### src/rtl/hold_arbiter.sv
module hold_arbiter #(
  parameter int SYNC_STAGES = 2
) (
  input  logic clk,
  input  logic rst_n,
  input  logic arb_en,
  input  logic slave_mode,
  input  logic hold_i,
  input  logic hlda_i,
  input  logic cyc_busy_i,
  input  logic loc_pending_i,
  output logic hlda_o,
  output logic hlda_oe,
  output logic breq_o,
  output logic bus_released_o,
  output logic loc_stall_o
);

  localparam int MSB = SYNC_STAGES - 1;

  logic [MSB:0] hold_sr, ack_sr;
  logic         held, sreq;

  wire hold_s    = hold_sr[MSB];
  wire ack_s     = ack_sr[MSB];
  wire master_on = arb_en & ~slave_mode;
  wire slave_on  = arb_en & slave_mode;

  wire held_d = master_on & hold_s & (held | ~cyc_busy_i);
  wire sreq_d = slave_on & ((cyc_busy_i & ack_s) | (loc_pending_i & ~hold_s));

  always_ff @(posedge clk or negedge rst_n) begin
    if (!rst_n) begin
      hold_sr <= '0;
      ack_sr  <= '0;
      held    <= 1'b0;
      sreq    <= 1'b0;
    end else begin
      hold_sr <= {hold_sr[MSB-1:0], hold_i};
      ack_sr  <= {ack_sr[MSB-1:0], hlda_i};
      held    <= held_d;
      sreq    <= sreq_d;
    end
  end

  assign hlda_o         = held;
  assign hlda_oe        = master_on;
  assign breq_o         = slave_on ? sreq : (master_on & held & loc_pending_i);
  assign bus_released_o = slave_on ? ~ack_s : (master_on & held);
  assign loc_stall_o    = slave_on ? ~ack_s : (master_on & (held | hold_s));

endmodule

### config.mk
export PLATFORM = sky130hd
export DESIGN_NAME = hold_arbiter
export DESIGN_NICKNAME = d
export VERILOG_FILES = /design/src/rtl/hold_arbiter.sv
export SDC_FILE = /design/constraint.sdc
export NUM_CORES = 1
export LEC_CHECK = 0
export BUFFER_PORTS_ARGS = -buffer_cell sky130_fd_sc_hd__buf_2
export CAP_MARGIN = 10
export CORE_AREA = 4 4 41 43
export DETAILED_ROUTE_END_ITERATION = 10
export DIE_AREA = 0 0 45 47
export GPL_ROUTABILITY_DRIVEN = 0
export PLACE_DENSITY = 0.37
export SETUP_SLACK_MARGIN = 0.02
export SLEW_MARGIN = 20
export SYNTH_ARGS = -nofsm -noshare
export SYNTH_HDL_FRONTEND = slang
export SYNTH_SLANG_ARGS = --single-unit
export TNS_END_PERCENT = 30
### constraint.sdc
create_clock -name clk -period 1.15 [get_ports clk]
set_clock_uncertainty 0.2 [all_clocks]
set_input_delay 0.0575 -clock clk [delete_from_list [all_inputs] [get_ports clk]]
set_output_delay 0.0575 -clock clk [all_outputs]
set_load 0.005 [all_outputs]
Word-level counts from Yosys, hierarchy flattened. Cells that the tools add are included.

Bits of input ports: 8. Output and inout port bits: 5. Register bits: 6. Word-level logic and storage cells: 24.

Bitwise operators: 17. Muxes and demuxes: 3.

Operator list (number): 1-bit bitwise AND (10); 1-bit NOT (4); 1-bit two-way mux (3); 1-bit bitwise OR (3).

Logic depth before layout (Yosys ltp). Gate-level depths: netlist of the first run.

Depth after elaboration: 5. Depth in mapped cells: 2. Depth with buffers taken out: 2.

Worst setup path after synthesis of the first run. Ideal clock, no wire load.

Path kind: register to register. Start point: register held (netlist: hlda_o). End point: register held (netlist: hlda_o). Stages on the path, launching flop included: 3. Buffers on the path: 0. Required time: 830 ps. Period minus slack after synthesis: 1015 ps. Setup time: 120 ps. Slack: 135 ps. Arrival time: 695 ps. Cells stage by stage: dfrtp_1 -> nand2b_1 -> and3_1.

Word-level cells in the longest chain between the ends: 2.

Ends and longest elaborated chain: start: declaration (line 22) `logic held, sreq;`; start signal: assignment (line 41) `held <= held_d;`; 1-bit bitwise OR (line 29) `wire held_d = master_on & hold_s & (held | ~cyc_busy_i);`; 1-bit bitwise AND (line 29); via held_d (line 29).

The timed path passes the listed nets, and every way through them passes these cells.

Worst setup path in the final report of the first run.
Start point: register hold_sr[1]. End point: output loc_stall_o.

Word-level cells in the longest chain between the ends: 3.

Ends and longest elaborated chain: start: declaration (line 21) `logic [MSB:0] hold_sr, ack_sr;`; start signal: assignment (line 39) `hold_sr <= {hold_sr[MSB-1:0], hold_i};`; 1-bit bitwise OR (line 50) `assign loc_stall_o = slave_on ? ~ack_s : (master_on & (held | hold_s));`; 1-bit bitwise AND (line 50); 1-bit two-way mux (line 50); end: declaration (line 16) `output logic loc_stall_o`.

Every way passes these cells.

==> run_results.csv, run 1 <==
group,metric,value,unit
critical_path,r2r-end,"hlda_o",
final_layout,area_growth,82.7,%
grt,grt_antenna_before_repair,0,
final_layout,num_antenna_cells,0,
cts,cts_buffers,3,
cts,path_clk_slew,0.04,ns
cts,cts_buffer_depth,2,
final_layout,stdcell_count,61,
critical_path,worstSetupStartpointType,"flop",
logic_synthesis,yosys_warnings,0,
final_layout,nets,56,
floorplanning,die-area,2120,sq um
placed_design,dp_cells,48,
route,vias,249,
route,postRouteAntennaNets,0,
power_and_ir_drop,clkPwrFrac,37.5,%
logic_synthesis,ys_types,10,
timing,drv_slew,0,
critical_path,startpoint,"hold_sr[1]",
timing,rsz0062_at_grt,"yes",
timing,slew_headroom,87.9,%
outcome,run_status,"finished, violations left",
power_and_ir_drop,p_sw,0.0986,mW
critical_path,cp_slowest_cell,"dfrtp_1",
critical_path,crit_type,"flop to primary output",
cts,htreeDepth,1,
logic_synthesis,synthXorXnorAreaFrac,0,%
power_and_ir_drop,p_leak,0.236,nW
logic_synthesis,ys_seq_area_share,60.9,%
logic_synthesis,synth_area,246,sq um
critical_path,reg2reg_slack,0.01,ns
critical_path,crit_path_end,"loc_stall_o",
floorplanning,io_pins,13,
logic_synthesis,synth_nets,29,
route,drt_first_pass_iters,1,
critical_path,r2r-start,"hlda_o",
route,wl,648,um
critical_path,crit_path_max_fanout,2,
power_and_ir_drop,power_density,1080,nW/um^2
timing,period_needed,1.32,ns
logic_synthesis,syn_avg_cell_area,11.7,sq um
power_and_ir_drop,pwr-share-comb,16.0,%
floorplanning,die_w,45,um
grt,grt_pass1_wl,1180,um
timing,max_freq,758,MHz
hold_path,worstHoldPathType,"input pin to flop",
route,vias_per_cell,4.08,
logic_synthesis,synthCells,21,
floorplanning,die_y,47,um
power_and_ir_drop,swShare,20.3,%
timing,fin_tns_setup,-0.400,ns
logic_synthesis,synth_top_family_by_area,"simple AND/OR/NAND/NOR gates",
timing,finalSetupViolCount,3,
power_and_ir_drop,internal_power,0.387,mW
grt,grt_usage,7.96,%
cts,clkLatencyLatePin,0.23,ns
floorplanning,initial_core_util,18.9,%
logic_synthesis,synth-simple-area-share,29.9,%
logic_synthesis,muxShareOfSynthArea,0,%
critical_path,end_kind,"primary output",
floorplanning,rows,13,
placed_design,io_buffers,12,
route,dr.first_iter.drc_count,0,
cts,root_buffer,"clkbuf_4",
timing,tightest_slew,0.181,ns
grt,grt_pass1_vias,267,
timing,finalWorstSetupSlack,-0.169,ns
critical_path,critical_path_required,0.89,ns
power_and_ir_drop,pwr-share-seq,46.6,%
outcome,violations,"negative setup slack",
critical_path,max_stage_delay,0.37,ns
final_layout,final_common_cell,"buf_2",
run,drv_cap,0,
power_and_ir_drop,p_total,0.485,mW
power_and_ir_drop,ir_worst_vdd,0.490,mV
grt,overflow,0,
final_layout,layout-drive-gt1-share,41.3,%
critical_path,worstPathCellList,"o311a_1, buf_2",
timing,fin_crit_sh,115,%
cts,cts_tree,"yes",
logic_synthesis,synthAdderAreaFrac,0,%
timing,finalHoldViolCount,0,
critical_path,arrival,1.06,ns
critical_path,worst-r2r-cell-count,3,
grt,grt_max_degree,9,
final_layout,final_cell_mix,"buf_2, dlygate4sd3_1, dfrtp_1",
logic_synthesis,synth_compound_area_share,9.14,%
cts,cts.sinks,6,
floorplanning,core_area,1300,sq um
logic_synthesis,synth_seq_cells,6,
route,drc_errors,0,
route,drt-wirelength-per-cell,10.6,um
==> how the worst min path moves through the flow <==
stage | startpoint | to | slack (ns) | cells past startpoint
2_1_floorplan | rst_n | ack_sr[0] | -0.44 | 0
3_3_place_gp | rst_n | hold_sr[0] | -0.31 | 1
3_5_place_dp | rst_n | hold_sr[0] | -0.31 | 1
4_1_cts | slave_mode | hlda_o | 0.06 | 3
5_1_grt | slave_mode | hlda_o | 0.08 | 3
6_report | slave_mode | hlda_o | 0.07 | 3
==> logic make-up (layout without fill, tap and decap cells) <==
family          count (synthesis)  after routing
flops                           6              6
simple gates                   12             12
compound gates                  3              3
buf+inv                         0             25
==> area by class of cell <==
cell class | instances | area, sq um
Timing Repair Buffer | 22 | 155
Tap cell | 15 | 18.8
Clock buffer | 3 | 22.5
Multi-Input combinational cell | 15 | 104
Sequential cell | 6 | 150
Fill cell | 136 | 851
==> Yosys cell counts (all sizes together) <==
cell	n	share of area (%)
a21boi	1	3.0
a21oi	1	2.0
and3	1	2.5
dfrtp	6	61
nand2	4	6.1
nand2b	4	10
nand3	1	2.0
nand4b	1	3.6
nor2b	1	5.6
o311a	1	4.1
==> repair_timing <==
action | in CTS | in global routing
pin swaps | 1 | 1
hold buffers | 8 | 0
resized for setup | 1 | 0
buffers inserted | 2 | 0
endpoints found under the hold margin | 10 | 0
endpoints found under the setup margin | 3 | 5
==> state kept, by name (all words and copies together), names as in the netlist <==
| name | flops |
|---|---|
| hlda_o | 1 |
| hold_sr | 2 |
| sreq | 1 |
| ack_sr | 2 |
==> through the flow <==
step           util [%]  hold WS [ns]  instance area, sq um  setup WS, ns
6_report           34.6        0.0747                   450        -0.169
5_1_grt            34.6        0.0848                   450        -0.225
4_1_cts            34.6        0.0626                   450        -0.186
3_5_place_dp       25.0        -0.310                   325        0.0571
3_3_place_gp       25.0        -0.313                   325        0.0718
2_1_floorplan         -        -0.438                   246         0.135
==> metal layers <==
metal	part of all wire (%)	routed length, um	up-vias	track usage, %
met3	11	70	2	2.68
met5	0	0	-	0
met2	44	288	14	11.3
li1	-	-	122	-
met4	2.3	15	0	7.02
met1	42	273	111	9.51
==> critical path, delay by kind of cell, from the launching register on <==
kind | cells | cell delay (ns)
DFF | 1 | 0.37
AOI/OAI and AO/OA | 1 | 0.34
buffers and inverters | 1 | 0.12
==> power by group through the flow <==
| stage | Combinational (mW) | Sequential [mW] | Clock [mW] |
|---|---|---|---|
| after detailed placement | 0.0490 | 0.229 | 0 |
| after CTS | 0.0775 | 0.225 | 0.197 |
| after global routing | 0.0870 | 0.227 | 0.209 |
| final | 0.0774 | 0.226 | 0.182 |
| after global placement | 0.0482 | 0.229 | 0 |
| after floorplan | 0.0175 | 0.228 | 0 |
(Power assumes the default switching activity.)
==> run 2: changes to the inputs <==
--- a/config.mk
+++ b/config.mk
@@ -5,6 +5,7 @@
 export SDC_FILE = /design/constraint.sdc
 export NUM_CORES = 1
 export LEC_CHECK = 0
+export ABC_CLOCK_PERIOD_IN_PS = 1150
 export BUFFER_PORTS_ARGS = -buffer_cell sky130_fd_sc_hd__buf_2
 export CAP_MARGIN = 10
 export CORE_AREA = 4 4 41 43
==> constraint.sdc (replaced) <==
create_clock -name clk -period 1.15 [get_ports clk]
set_clock_uncertainty 0.2 [all_clocks]
set_input_delay 0.23 -clock clk [delete_from_list [all_inputs] [get_ports clk]]
set_output_delay 0.23 -clock clk [all_outputs]
set_load 0.005 [all_outputs]
==> run_results.csv, run 2 (same netlist as run 1, synthesis figures left out) <==
group,metric,value,unit
outcome,run_status,"finished, violations left",
outcome,violations,"negative setup slack",
cts,cts_buffers,3,
grt,grt_usage,7.24,%
floorplanning,die_y,47,um
power_and_ir_drop,clkPwrFrac,37.5,%
route,drc_errors,0,
cts,cts.sinks,6,
power_and_ir_drop,ir_worst_vdd,0.552,mV
placed_design,dp_hpwl,437,um
power_and_ir_drop,p_total,0.492,mW
route,dr_wl_met2,330,um
final_layout,regArea,150,sq um
hold_path,hp-start,"slave_mode",
critical_path,crit_path_max_fanout,2,
critical_path,end_kind,"primary output",
final_layout,fillers,147,
power_and_ir_drop,power_density,1090,nW/um^2
final_layout,top_regs,"ack_sr (2), hold_sr (2)",
placed_design,io_buffers,12,
power_and_ir_drop,p_leak,0.238,nW
power_and_ir_drop,pwr-share-seq,45.9,%
route,dr.first_iter.drc_count,2,
cts,clkLatencyLatePin,0.24,ns
run,drv_cap,0,
critical_path,arrival,1.04,ns
floorplanning,io_pins,13,
final_layout,area_growth,83.2,%
power_and_ir_drop,p_sw,0.103,mW
cts,htreeDepth,1,
timing,drv_slew,0,
placed_design,dp_cells,51,
timing,finalWorstSetupSlack,-0.324,ns
timing,tightest_slew,0.131,ns
floorplanning,core_area,1300,sq um
route,wl_met1,234,um
cts,cts_tree,"yes",
final_layout,final_util,34.7,%
timing,max_freq,678,MHz
timing,fin_tns_setup,-1.00,ns
critical_path,worstSetupStartpointType,"flop",
final_layout,final_common_cell,"buf_2",
timing,fin_crit_sh,128,%
critical_path,crit_type,"flop to primary output",
critical_path,r2r-start,"hold_sr[1]",
cts,cts_buffer_depth,2,
timing,slew_headroom,91.2,%
timing,rsz0062_at_grt,"yes",
final_layout,nets,55,
placed_design,placed_area,348,sq um
timing,finalHoldViolCount,0,
final_layout,stdcell_area,452,sq um
power_and_ir_drop,internal_power,0.389,mW
power_and_ir_drop,pwr-share-comb,16.6,%
floorplanning,die-area,2120,sq um
critical_path,critical_path_required,0.72,ns
final_layout,stdcell_count,60,
route,top_layer,"met4",
hold_path,min_path_cells,3,
final_layout,multi_input_area,111,sq um
hold_path,holdPathEnd,"sreq",
route,wl,664,um
final_layout,final_cell_mix,"buf_2, dfrtp_1, nand2_1, buf_4",
power_and_ir_drop,swShare,20.9,%
grt,grt_pass1_wl,1000,um
critical_path,reg2reg_slack,0.01,ns
floorplanning,rows,13,
grt,grt_pass1_vias,242,
route,vias_per_cell,4.22,
final_layout,num_antenna_cells,0,
cts,root_buffer,"clkbuf_4",
route,drt_first_pass_iters,2,
hold_path,worstHoldPathType,"input pin to flop",
grt,grt_max_degree,7,
route,vias,253,
route,routed-wl-met3,89,um
floorplanning,die_w,45,um
route,drt-wirelength-per-cell,11.1,um
grt,grt_antenna_before_repair,0,
timing,period_needed,1.47,ns
grt,overflow,0,
cts,path_clk_slew,0.04,ns
timing,finalSetupViolCount,4,
route,postRouteAntennaNets,0,
critical_path,r2r-end,"sreq",
final_layout,layout-drive-gt1-share,55.6,%
critical_path,worst-r2r-cell-count,4,
floorplanning,initial_core_util,18.9,%
## run 2: changes by cell type in the layout (fill, tap and decap cells not counted)
| cell | delta |
|---|---|
| a21oi_1 | -1 |
| a21oi_2 | +1 |
| dlygate4sd3_1 | -5 |
| a21boi_2 | +1 |
| buf_4 | +2 |
| buf_6 | +3 |
| a21boi_1 | -1 |
| buf_2 | -1 |
## run 2: power by group through the flow
stage	registers [mW]	logic, mW	clock network, mW
after floorplan	0.228	0.0175	0
after global placement	0.228	0.0553	0
after detailed placement	0.229	0.0559	0
after CTS	0.225	0.0701	0.201
after global routing	0.227	0.0905	0.211
final	0.226	0.0819	0.185
## run 2: how the worst max path moves through the flow
| stage | depth (start not counted) | endpoint | slack [ns] | startpoint |
|---|---|---|---|---|
| floorplan | 1 | loc_stall_o | 0.02 | hlda_o |
| detailed placement | 3 | loc_stall_o | -0.11 | slave_mode |
| global placement | 3 | loc_stall_o | -0.10 | slave_mode |
| global route | 2 | loc_stall_o | -0.36 | hold_sr[1] |
| CTS | 2 | loc_stall_o | -0.34 | hlda_o |
| finish | 2 | loc_stall_o | -0.32 | hold_sr[1] |
## run 2: layer usage
layer  up-vias  GRT usage [%]
li1        121              -
met1       118           7.42
met2        12           10.2
met3         2           3.07
met4         0           8.77
met5         -              0
## run 2: critical path: stages, from the launching register on
cell and delay (ns):
dfrtp_1 0.37, o311a_1 0.32, buf_2 0.12
## run 2: what timing repair did
| action | 4_1_cts | 5_1_grt |
|---|---|---|
| setup buffers | 1 | 2 |
| gates resized for setup | 3 | 4 |
| gates cloned | 0 | 0 |
| hold buffers | 3 | 0 |
| hold endpoints to repair | 8 | 0 |
| pin swaps | 1 | 4 |
| endpoints found under the setup margin | 5 | 5 |
## run 2: through the flow
step / setup WS (ns) / hold slack, ns
2_1_floorplan: 0.0223 / -0.266
3_3_place_gp: -0.103 / -0.142
3_5_place_dp: -0.107 / -0.141
4_1_cts: -0.336 / 0.0102
5_1_grt: -0.358 / 0.0437
6_report: -0.324 / 0.0396
## run 2: cell type report
class | instances | area share [%]
well taps | 15 | 4.16
clock buffers | 3 | 4.99
multi-input cells | 15 | 24.7
flip-flops and latches | 6 | 33.2
repair buffers | 21 | 33.0
==> run 3: changes to the inputs <==
--- a/config.mk
+++ b/config.mk
@@ -14,6 +14,7 @@
 export GPL_ROUTABILITY_DRIVEN = 0
 export PLACE_DENSITY = 0.37
 export SETUP_SLACK_MARGIN = 0.02
+export SKIP_LAST_GASP = 1
 export SLEW_MARGIN = 20
 export SYNTH_ARGS = -nofsm -noshare
 export SYNTH_HDL_FRONTEND = slang
==> run_results.csv, run 3 (same netlist as run 1, synthesis figures left out) <==
group,metric,value,unit
critical_path,worstPathCellList,"o311a_1, buf_2",
floorplanning,rows,13,
floorplanning,die-area,2120,sq um
timing,finalSetupViolCount,5,
final_layout,final_cell_mix,"buf_2, dfrtp_1, buf_4",
timing,period_needed,1.47,ns
route,postRouteAntennaNets,0,
final_layout,nets,55,
critical_path,critPathBufInv,1,
critical_path,cp_slowest_cell,"dfrtp_1",
route,dr_wl_met2,327,um
final_layout,top_regs,"ack_sr (2), hold_sr (2)",
grt,grt_usage,7.24,%
cts,cts_tree,"yes",
route,drt_first_pass_iters,2,
outcome,run_status,"finished, violations left",
timing,max_freq,678,MHz
route,vias_per_cell,4.07,
critical_path,max_stage_delay,0.37,ns
timing,fin_crit_sh,128,%
final_layout,layout-drive-gt1-share,53.3,%
cts,cts_buffers,3,
grt,grt_antenna_before_repair,0,
final_layout,multi_input_area,108,sq um
critical_path,r2r-start,"hold_sr[1]",
critical_path,startpoint,"hold_sr[1]",
route,dr.first_iter.drc_count,1,
power_and_ir_drop,p_total,0.487,mW
power_and_ir_drop,p_leak,0.235,nW
route,routed-wl-met3,87,um
floorplanning,io_pins,13,
final_layout,stdcell_count,60,
cts,cts_buffer_depth,2,
grt,grt_pass1_vias,242,
grt,grt_max_degree,7,
final_layout,regArea,150,sq um
placed_design,dp_hpwl,437,um
floorplanning,core_area,1300,sq um
critical_path,end_kind,"primary output",
cts,path_clk_slew,0.04,ns
cts,htreeDepth,1,
floorplanning,die_y,47,um
final_layout,area_growth,77.7,%
cts,cts.sinks,6,
timing,finalWorstSetupSlack,-0.324,ns
critical_path,crit_path_max_fanout,2,
floorplanning,initial_core_util,18.9,%
timing,rsz0062_at_grt,"yes",
critical_path,arrival,1.04,ns
critical_path,worstSetupStartpointType,"flop",
power_and_ir_drop,power_density,1110,nW/um^2
route,top_layer,"met4",
final_layout,num_antenna_cells,0,
route,wl,649,um
final_layout,fillers,150,
timing,finalHoldViolCount,0,
route,wl_met1,225,um
power_and_ir_drop,ir_worst_vdd,0.552,mV
final_layout,final_common_cell,"buf_2",
critical_path,crit_type,"flop to primary output",
timing,drv_slew,0,
critical_path,critical_path_required,0.72,ns
grt,overflow,0,
route,drt-wirelength-per-cell,10.8,um
critical_path,crit_family,"flip-flops",
run,drv_cap,0,
cts,root_buffer,"clkbuf_4",
route,drc_errors,0,
timing,slew_headroom,91.0,%
grt,grt_pass1_wl,1000,um
final_layout,final_util,33.7,%
timing,fin_hold_ws,0.0525,ns
floorplanning,die_w,45,um
outcome,violations,"negative setup slack",
placed_design,io_buffers,12,
timing,tightest_slew,0.134,ns
route,vias,244,
hold_path,worstHoldPathType,"input pin to flop",
placed_design,dp_cells,51,
hold_path,hp-start,"cyc_busy_i",
cts,clkLatencyLatePin,0.24,ns
## run 3: repair_timing
action / CTS / global route
gates resized for setup: 0 / 3
hold buffers: 3 / 0
hold endpoints to repair: 8 / 0
setup endpoints to repair: 5 / 6
setup buffers: 1 / 2
pin swaps: 1 / 2
## run 3: cell type report
cell class / count / share of cell area [%]
Sequential cell: 6 / 34.3
Tap cell: 15 / 4.29
Timing Repair Buffer: 21 / 31.7
Multi-Input combinational cell: 15 / 24.6
Clock buffer: 3 / 5.14
## run 3: power breakdown
part,internal (mW),switching [mW]
clock,0.117,0.0672
sequential,0.222,0.00425
combinational,0.0464,0.0302
total,0.385,0.102
## run 3: metrics by stage
stage               setup WS [ns]  setup TNS [ns]  cell area (sq um)
floorplan                  0.0223               0                246
global placement           -0.103          -0.158                348
detailed placement         -0.107          -0.206                348
CTS                        -0.336           -1.09                408
global route               -0.358           -1.36                438
finish                     -0.324           -1.02                438
## run 3: layer usage
metal,vias to the layer above,GRT usage [%]
met4,0,8.77
met1,109,7.42
met5,-,0
met3,2,3.07
li1,121,-
met2,12,10.2
## run 3: path summary, 6_finish.rpt
path | to | slack, ns | cells past startpoint
max | loc_stall_o | -0.32 | 2
min | sreq | 0.05 | 3
max reg2reg | sreq | 0 | 4
min reg2reg | ack_sr[1] | 0.15 | 0
max in group asynchronous | hlda_o | 0.47 | 2
min in group asynchronous | hold_sr[0] | 0.14 | 2
## run 3: worst min-delay path: cells and delay by family
| kind | cells | cell delay (ns) |
|---|---|---|
| buffers and inverters | 1 | 0.11 |
| AND/OR/NAND/NOR | 1 | 0.05 |
| AO/OA/AOI/OAI | 1 | 0.06 |
